--- config.mk ---
export PLATFORM = sky130hd
export DESIGN_NAME = spi_fifo_master
export DESIGN_NICKNAME = d
export VERILOG_FILES = /design/src/rtl/spi_fifo_master.sv
export SDC_FILE = /design/constraint.sdc
export NUM_CORES = 1
export LEC_CHECK = 0
export BUFFER_PORTS_ARGS = -buffer_cell sky130_fd_sc_hd__buf_2
export CAP_MARGIN = 20
export CORE_ASPECT_RATIO = 1.4
export CORE_MARGIN = 1.5
export CORE_UTILIZATION = 25
export CTS_CLUSTER_SIZE = 24
export DETAILED_ROUTE_END_ITERATION = 16
export GPL_TIMING_DRIVEN = 0
export HOLD_SLACK_MARGIN = 0.08
export SLEW_MARGIN = 20
export SYNTH_ARGS = -nofsm -noshare
export SYNTH_HDL_FRONTEND = slang
export SYNTH_SLANG_ARGS = --single-unit
--- constraint.sdc ---
create_clock -name clk -period 9.3 [get_ports clk]
set_input_delay 0.465 -clock clk [delete_from_list [all_inputs] [get_ports clk]]
set_output_delay 0.465 -clock clk [all_outputs]
set_load 0.03 [all_outputs]
--- src/rtl/spi_fifo_master.sv ---
module spi_fifo_master #(
  parameter int FIFO_DEPTH = 16,
  parameter int ADDR_W     = 5
) (
  input  logic              clk,
  input  logic              rst_n,
  input  logic              bus_sel,
  input  logic              bus_wr,
  input  logic [ADDR_W-1:0] bus_addr,
  input  logic [31:0]       bus_wdata,
  output logic [31:0]       bus_rdata,
  output logic              irq,
  output logic              sclk,
  output logic              mosi,
  input  logic              miso
);
  localparam int PTR_W   = $clog2(FIFO_DEPTH);
  localparam int CNT_W   = PTR_W + 1;
  localparam int IDX_W   = ADDR_W - 2;
  localparam int RXR_LVL = (FIFO_DEPTH * 3) / 4;
  localparam int B_CLR_TX = 4, B_CLR_RX = 5, B_TA = 7, B_INTD = 9, B_INTR = 10;

  logic [15:0] ctrl_q, div_q, len_q;
  logic [3:0]  hold_q;
  logic [31:0] dmac_q;

  logic [7:0]       tx_mem [FIFO_DEPTH];
  logic [7:0]       rx_mem [FIFO_DEPTH];
  logic [PTR_W-1:0] tx_wp, tx_rp, rx_wp, rx_rp;
  logic [CNT_W-1:0] tx_cnt, rx_cnt;

  logic        busy, sclk_q;
  logic [2:0]  bit_idx;
  logic [15:0] hcnt, half_max;
  logic [7:0]  tx_sh, rx_sh;

  wire [IDX_W-1:0] idx = bus_addr[ADDR_W-1:2];
  wire aligned  = (bus_addr[1:0] == 2'b00);
  wire wr_ctrl  = bus_sel & bus_wr & aligned & (idx == IDX_W'(0));
  wire wr_fifo  = bus_sel & bus_wr & aligned & (idx == IDX_W'(1));
  wire rd_fifo  = bus_sel & ~bus_wr & aligned & (idx == IDX_W'(1));
  wire ta       = ctrl_q[B_TA];

  wire tx_full  = (tx_cnt == CNT_W'(FIFO_DEPTH));
  wire tx_empty = (tx_cnt == '0);
  wire rx_full  = (rx_cnt == CNT_W'(FIFO_DEPTH));
  wire rx_empty = (rx_cnt == '0);
  wire fl_done  = ta & tx_empty & ~busy;
  wire fl_rxr   = ta & (rx_cnt >= CNT_W'(RXR_LVL));

  wire clr_tx   = wr_ctrl & bus_wdata[B_CLR_TX];
  wire clr_rx   = wr_ctrl & bus_wdata[B_CLR_RX];
  wire tx_push  = wr_fifo & ta & ~tx_full;
  wire start    = ~busy & ta & ~tx_empty & ~rx_full & ~clr_tx;
  wire tick     = (hcnt >= half_max);
  wire byte_end = busy & tick & sclk_q & (bit_idx == 3'd7);
  wire rx_pop   = rd_fifo & ~rx_empty;

  assign half_max = (div_q[15:1] == 15'd0) ? 16'h7FFF : {1'b0, div_q[15:1]} - 16'd1;
  assign irq  = (ctrl_q[B_INTD] & fl_done) | (ctrl_q[B_INTR] & fl_rxr);
  assign sclk = sclk_q;
  assign mosi = tx_sh[7];

  always_comb begin
    bus_rdata = '0;
    if (aligned) begin
      case (idx)
        IDX_W'(0): bus_rdata = {11'd0, rx_full, fl_rxr, ~tx_full, ~rx_empty, fl_done, ctrl_q};
        IDX_W'(1): bus_rdata = rx_empty ? 32'd0 : {24'd0, rx_mem[rx_rp]};
        IDX_W'(2): bus_rdata = {16'd0, div_q};
        IDX_W'(3): bus_rdata = {16'd0, len_q};
        IDX_W'(4): bus_rdata = {28'd0, hold_q};
        IDX_W'(5): bus_rdata = dmac_q;
        default:   bus_rdata = '0;
      endcase
    end
  end

  always_ff @(posedge clk or negedge rst_n) begin
    if (!rst_n) begin
      ctrl_q <= 16'h1000;
      div_q  <= '0;
      len_q  <= '0;
      hold_q <= 4'h1;
      dmac_q <= 32'h3020_1020;
    end else if (bus_sel && bus_wr && aligned) begin
      case (idx)
        IDX_W'(0): ctrl_q <= bus_wdata[15:0] & ~(16'(1) << B_CLR_TX) & ~(16'(1) << B_CLR_RX);
        IDX_W'(2): div_q  <= bus_wdata[15:0];
        IDX_W'(3): len_q  <= bus_wdata[15:0];
        IDX_W'(4): hold_q <= bus_wdata[3:0];
        IDX_W'(5): dmac_q <= bus_wdata;
        default: ;
      endcase
    end
  end

  always_ff @(posedge clk) begin
    if (tx_push && !clr_tx) tx_mem[tx_wp] <= bus_wdata[7:0];
    if (byte_end && !clr_rx) rx_mem[rx_wp] <= rx_sh;
  end

  always_ff @(posedge clk or negedge rst_n) begin
    if (!rst_n) begin
      tx_wp <= '0; tx_rp <= '0; tx_cnt <= '0;
      rx_wp <= '0; rx_rp <= '0; rx_cnt <= '0;
    end else begin
      if (clr_tx) begin
        tx_wp <= '0; tx_rp <= '0; tx_cnt <= '0;
      end else begin
        if (tx_push) tx_wp <= tx_wp + 1'b1;
        if (start)   tx_rp <= tx_rp + 1'b1;
        tx_cnt <= tx_cnt + CNT_W'(tx_push) - CNT_W'(start);
      end
      if (clr_rx) begin
        rx_wp <= '0; rx_rp <= '0; rx_cnt <= '0;
      end else begin
        if (byte_end) rx_wp <= rx_wp + 1'b1;
        if (rx_pop)   rx_rp <= rx_rp + 1'b1;
        rx_cnt <= rx_cnt + CNT_W'(byte_end) - CNT_W'(rx_pop);
      end
    end
  end

  always_ff @(posedge clk or negedge rst_n) begin
    if (!rst_n) begin
      busy <= 1'b0; sclk_q <= 1'b0; bit_idx <= '0;
      hcnt <= '0; tx_sh <= '0; rx_sh <= '0;
    end else if (!busy) begin
      if (start) begin
        busy <= 1'b1; sclk_q <= 1'b0; bit_idx <= '0;
        hcnt <= '0; tx_sh <= tx_mem[tx_rp];
      end
    end else if (tick) begin
      hcnt <= '0;
      if (!sclk_q) begin
        sclk_q <= 1'b1;
        rx_sh  <= {rx_sh[6:0], miso};
      end else begin
        sclk_q <= 1'b0;
        if (bit_idx == 3'd7) busy <= 1'b0;
        else begin
          bit_idx <= bit_idx + 3'd1;
          tx_sh   <= {tx_sh[6:0], 1'b0};
        end
      end
    end else begin
      hcnt <= hcnt + 16'd1;
    end
  end
endmodule

==> impl_results.md <==
- CP Capture Type: flop
- CP arrival: ~6100 ps
- Core Footprint: approximately 0.07 mm2
- Final ANT Viol Nets: 0
- Die area: approximately 0.073 mm2
- Final worst-path cycle share: 61.35%
- Min-delay worst type: in -> reg
- Worst Setup SP: div_q[1]
- Max_cap viols: 0
- Commonest cells after routing, fill and taps aside: edfxtp_1, dfrtp_1, mux2_2
- Area delta synth->final: 16.88%
- Startpoint class of the critical path: flop
- Hold buffer count at cts: 1
- Yosys warning count: 0
- Relative slew slack: between 20% and 30%
- Ports: 77
- Ys flop type: edfxtp_1
- Initial Util: 25.37%
- GR Overflow Total: 0
- Clock H-tree levels: 2
- Yosys top cell area share: 42.97%
- Filler cells: 7,070
- Worst Tran Pin Value: 1055 ps
- Proportion of layout cells with a drive suffix above 1: 28.86%
- GRT Max-Usage Layer: met2
- Port Buf Inserts: 76
- Clock-pin slew on the worst setup and hold paths: around 70 ps
- DR pass1 iterations: 7
- Via Count: 10,197
- Gpl congestion: ~0.78
- Fin nets: ~1,400
- RSZ-0062 raised after global routing: no
- Met3 usage: under 10%
- Ranking of synthesized cells by area: edfxtp_1, dfrtp_1, mux4_2, mux2_2, ha_1
- First-pass GRT wire length: 66.76 mm
- P_leak: 0.008230 uW
- Post-synthesis net count: roughly 1,200
- Final setup vio count: 0
- Root Driver: clkbuf_16
- Detailed Route WL: between 40 and 50 mm
- Core Util, Final: 29.65%
- Post-DP HPWL: between 30 and 40 mm
- Critical path required time: between 9000 and 10,000 ps
- Fmax achieved: around 180 MHz
- Worst-path fanout max: 8
- Sequential element share of the synthesized area: 63.31%
- Number of global-route vias before repair: around 11,000
- Std cell rows: 115
- Overall routing resource usage: 12.02%
- Yosys cell types: 66
- Cell Area, Synth: 0.01789 mm2
- # DRC: 0
- Post-CTS sizing: 0
- Drt initial violations: ~640
- CTS tree: yes
- Setup bufs post-CTS: 0
- Met1 Usage GRT: between 10% and 20%
- PD cells: around 220 mW/mm2
- Minimum clock period: around 5700 ps
- Syn avg cell area: 15.64 um2
- Cts bufs inserted: 40
- # clock sinks: roughly 400
- Number of enable flip-flop cells after synthesis: between 200 and 300
- Final setup TNS: 0 ps
- Commonest non-fill, non-tap cell in the layout: edfxtp_1
- Post-synth ARST share: between 30% and 40%
- Chip width: about 230 um
- Yosys reg bits: 401
- Clock skew: between 15 and 20 ps
- Leading area contributor after synthesis: edfxtp_1
- Clk buf depth: 3
- Hold Fails Final Rpt: 0
- CP Class: reg -> reg
- Min-delay src: bus_wdata[26]
- Largest net degree at the start of global routing: between 80 and 90
- Mapped Cells: roughly 1,100
- Max-slew violations: 0
- Vias/cell: 4.550
- Status: complete, no violations
- Routed len/inst: 19.54 um
- Max VDD drop: ~0.00014 V
- Met2 usage: ~22%
- DIE HEIGHT: ~320 um
- Initial antenna violation count: 4
- Clk_lat worst skew: about 570 ps
- Worst r2r src: div_q[1]
==> kinds of logic after synthesis <==
| group | Yosys count | synth area share, % |
|---|---|---|
| XOR/XNOR | 29 | 1.420 |
| buffers and inverters | 91 | 2.224 |
| adder cells (fa/ha/maj) | 46 | 3.301 |
| multiplexers | 196 | 17.02 |
| flip-flops | 401 | 63.31 |
| AO/OA/AOI/OAI | 116 | 4.673 |
| AND/OR/NAND/NOR | 265 | 8.051 |
==> path summary, 6_finish.rpt <==
kind | slack [ps] | cells past startpoint | end
setup / recovery | 3590 | 24 | rx_cnt[4]
min in group asynchronous | 440 | 2 | rx_sh[7]
setup reg to reg | 3590 | 24 | rx_cnt[4]
hold / removal | 130 | 2 | dmac_q[26]
hold reg to reg | 490 | 1 | dmac_q[27]
max in group asynchronous | 7960 | 3 | ctrl_q[12]
==> power breakdown <==
part | internal, uW | total [uW] | switching (uW)
clock network | 949 | 1670 | 718
registers | 2000 | 2110 | 105
logic | 375 | 804 | 429
==> Yosys cell counts, types with 14 or more instances <==
cell	n
a21o_1	14
a21oi_1	20
a22oi_1	18
and2_1	28
and3_1	20
buf_2	15
clkbuf_1	24
dfrtp_1	138
edfxtp_1	256
ha_1	44
inv_1	38
mux2_2	100
mux2i_1	17
mux4_2	75
nand2_1	33
nand3_1	14
nor2_1	87
nor3_1	20
o21ai_0	22
xnor2_1	15
xor2_1	14
==> per-stage QoR <==
stage	area (um2)	total power (uW)	hold WS, ps	instances	setup slack, ps
global placement	19440	2918	479.8	2156	3539
global route	20910	4794	109.9	2241	3238
detailed placement	19550	2955	469.3	2163	3516
floorplan	17890	2711	169.4	1144	4476
CTS	20890	4632	94.92	2238	3486
finish	20910	4578	131.9	2241	3595
==> worst max-delay path: stages (launching register included) <==
cell and delay, ps:
dfrtp_1 450, inv_1 80, ha_1 180, nand2_1 90, or3_1 400, or4_4 490
nor4_4 400, nor2_1 110, ha_1 310, a21o_1 180, a21o_1 190, a2111oi_4 780
a21oi_2 240, inv_1 240, ha_1 270, inv_1 70, ha_1 180, inv_1 60
fa_1 390, inv_1 70, a21oi_1 50, nor2_1 100, nor2_1 60, xor2_1 120
nor2_1 50
==> final cells by class <==
type                            count  area [um2]  area share, %
Timing Repair Buffer               85       481.7          2.304
Inverter                           39       146.4         0.7002
Clock inverter                     22       282.8          1.352
Multi-Input combinational cell    652        6198          29.65
Buffer                             52       251.5          1.203
Clock buffer                       52        1046          5.003
Sequential cell                   401       11320          54.16
Antenna cell                        2       5.005        0.02394
Tap cell                          936        1171          5.601
==> state kept, by name, summed over array words and instances, names as in the netlist <==
register,cells
ctrl_q,14
rx_sh,8
tx_cnt,5
hold_q,4
len_q,16
rx_cnt,5
busy,1
tx_sh,8
tx_rp,4
rx_wp,4
rx_mem,128
div_q,16
sclk,1
dmac_q,32
bit_idx,3
tx_mem,128
hcnt,16
tx_wp,4
rx_rp,4
==> routing by layer <==
layer | vias to the layer above | part of all wire, % | routed length, um
met5 | - | 0.030 | 13
met4 | 2 | 4.9 | 2154
met3 | 87 | 3.4 | 1488
met2 | 201 | 53 | 23210
met1 | 5276 | 39 | 16930
li1 | 4631 | - | -
Note: power is estimated with default switching activity, not from simulation.
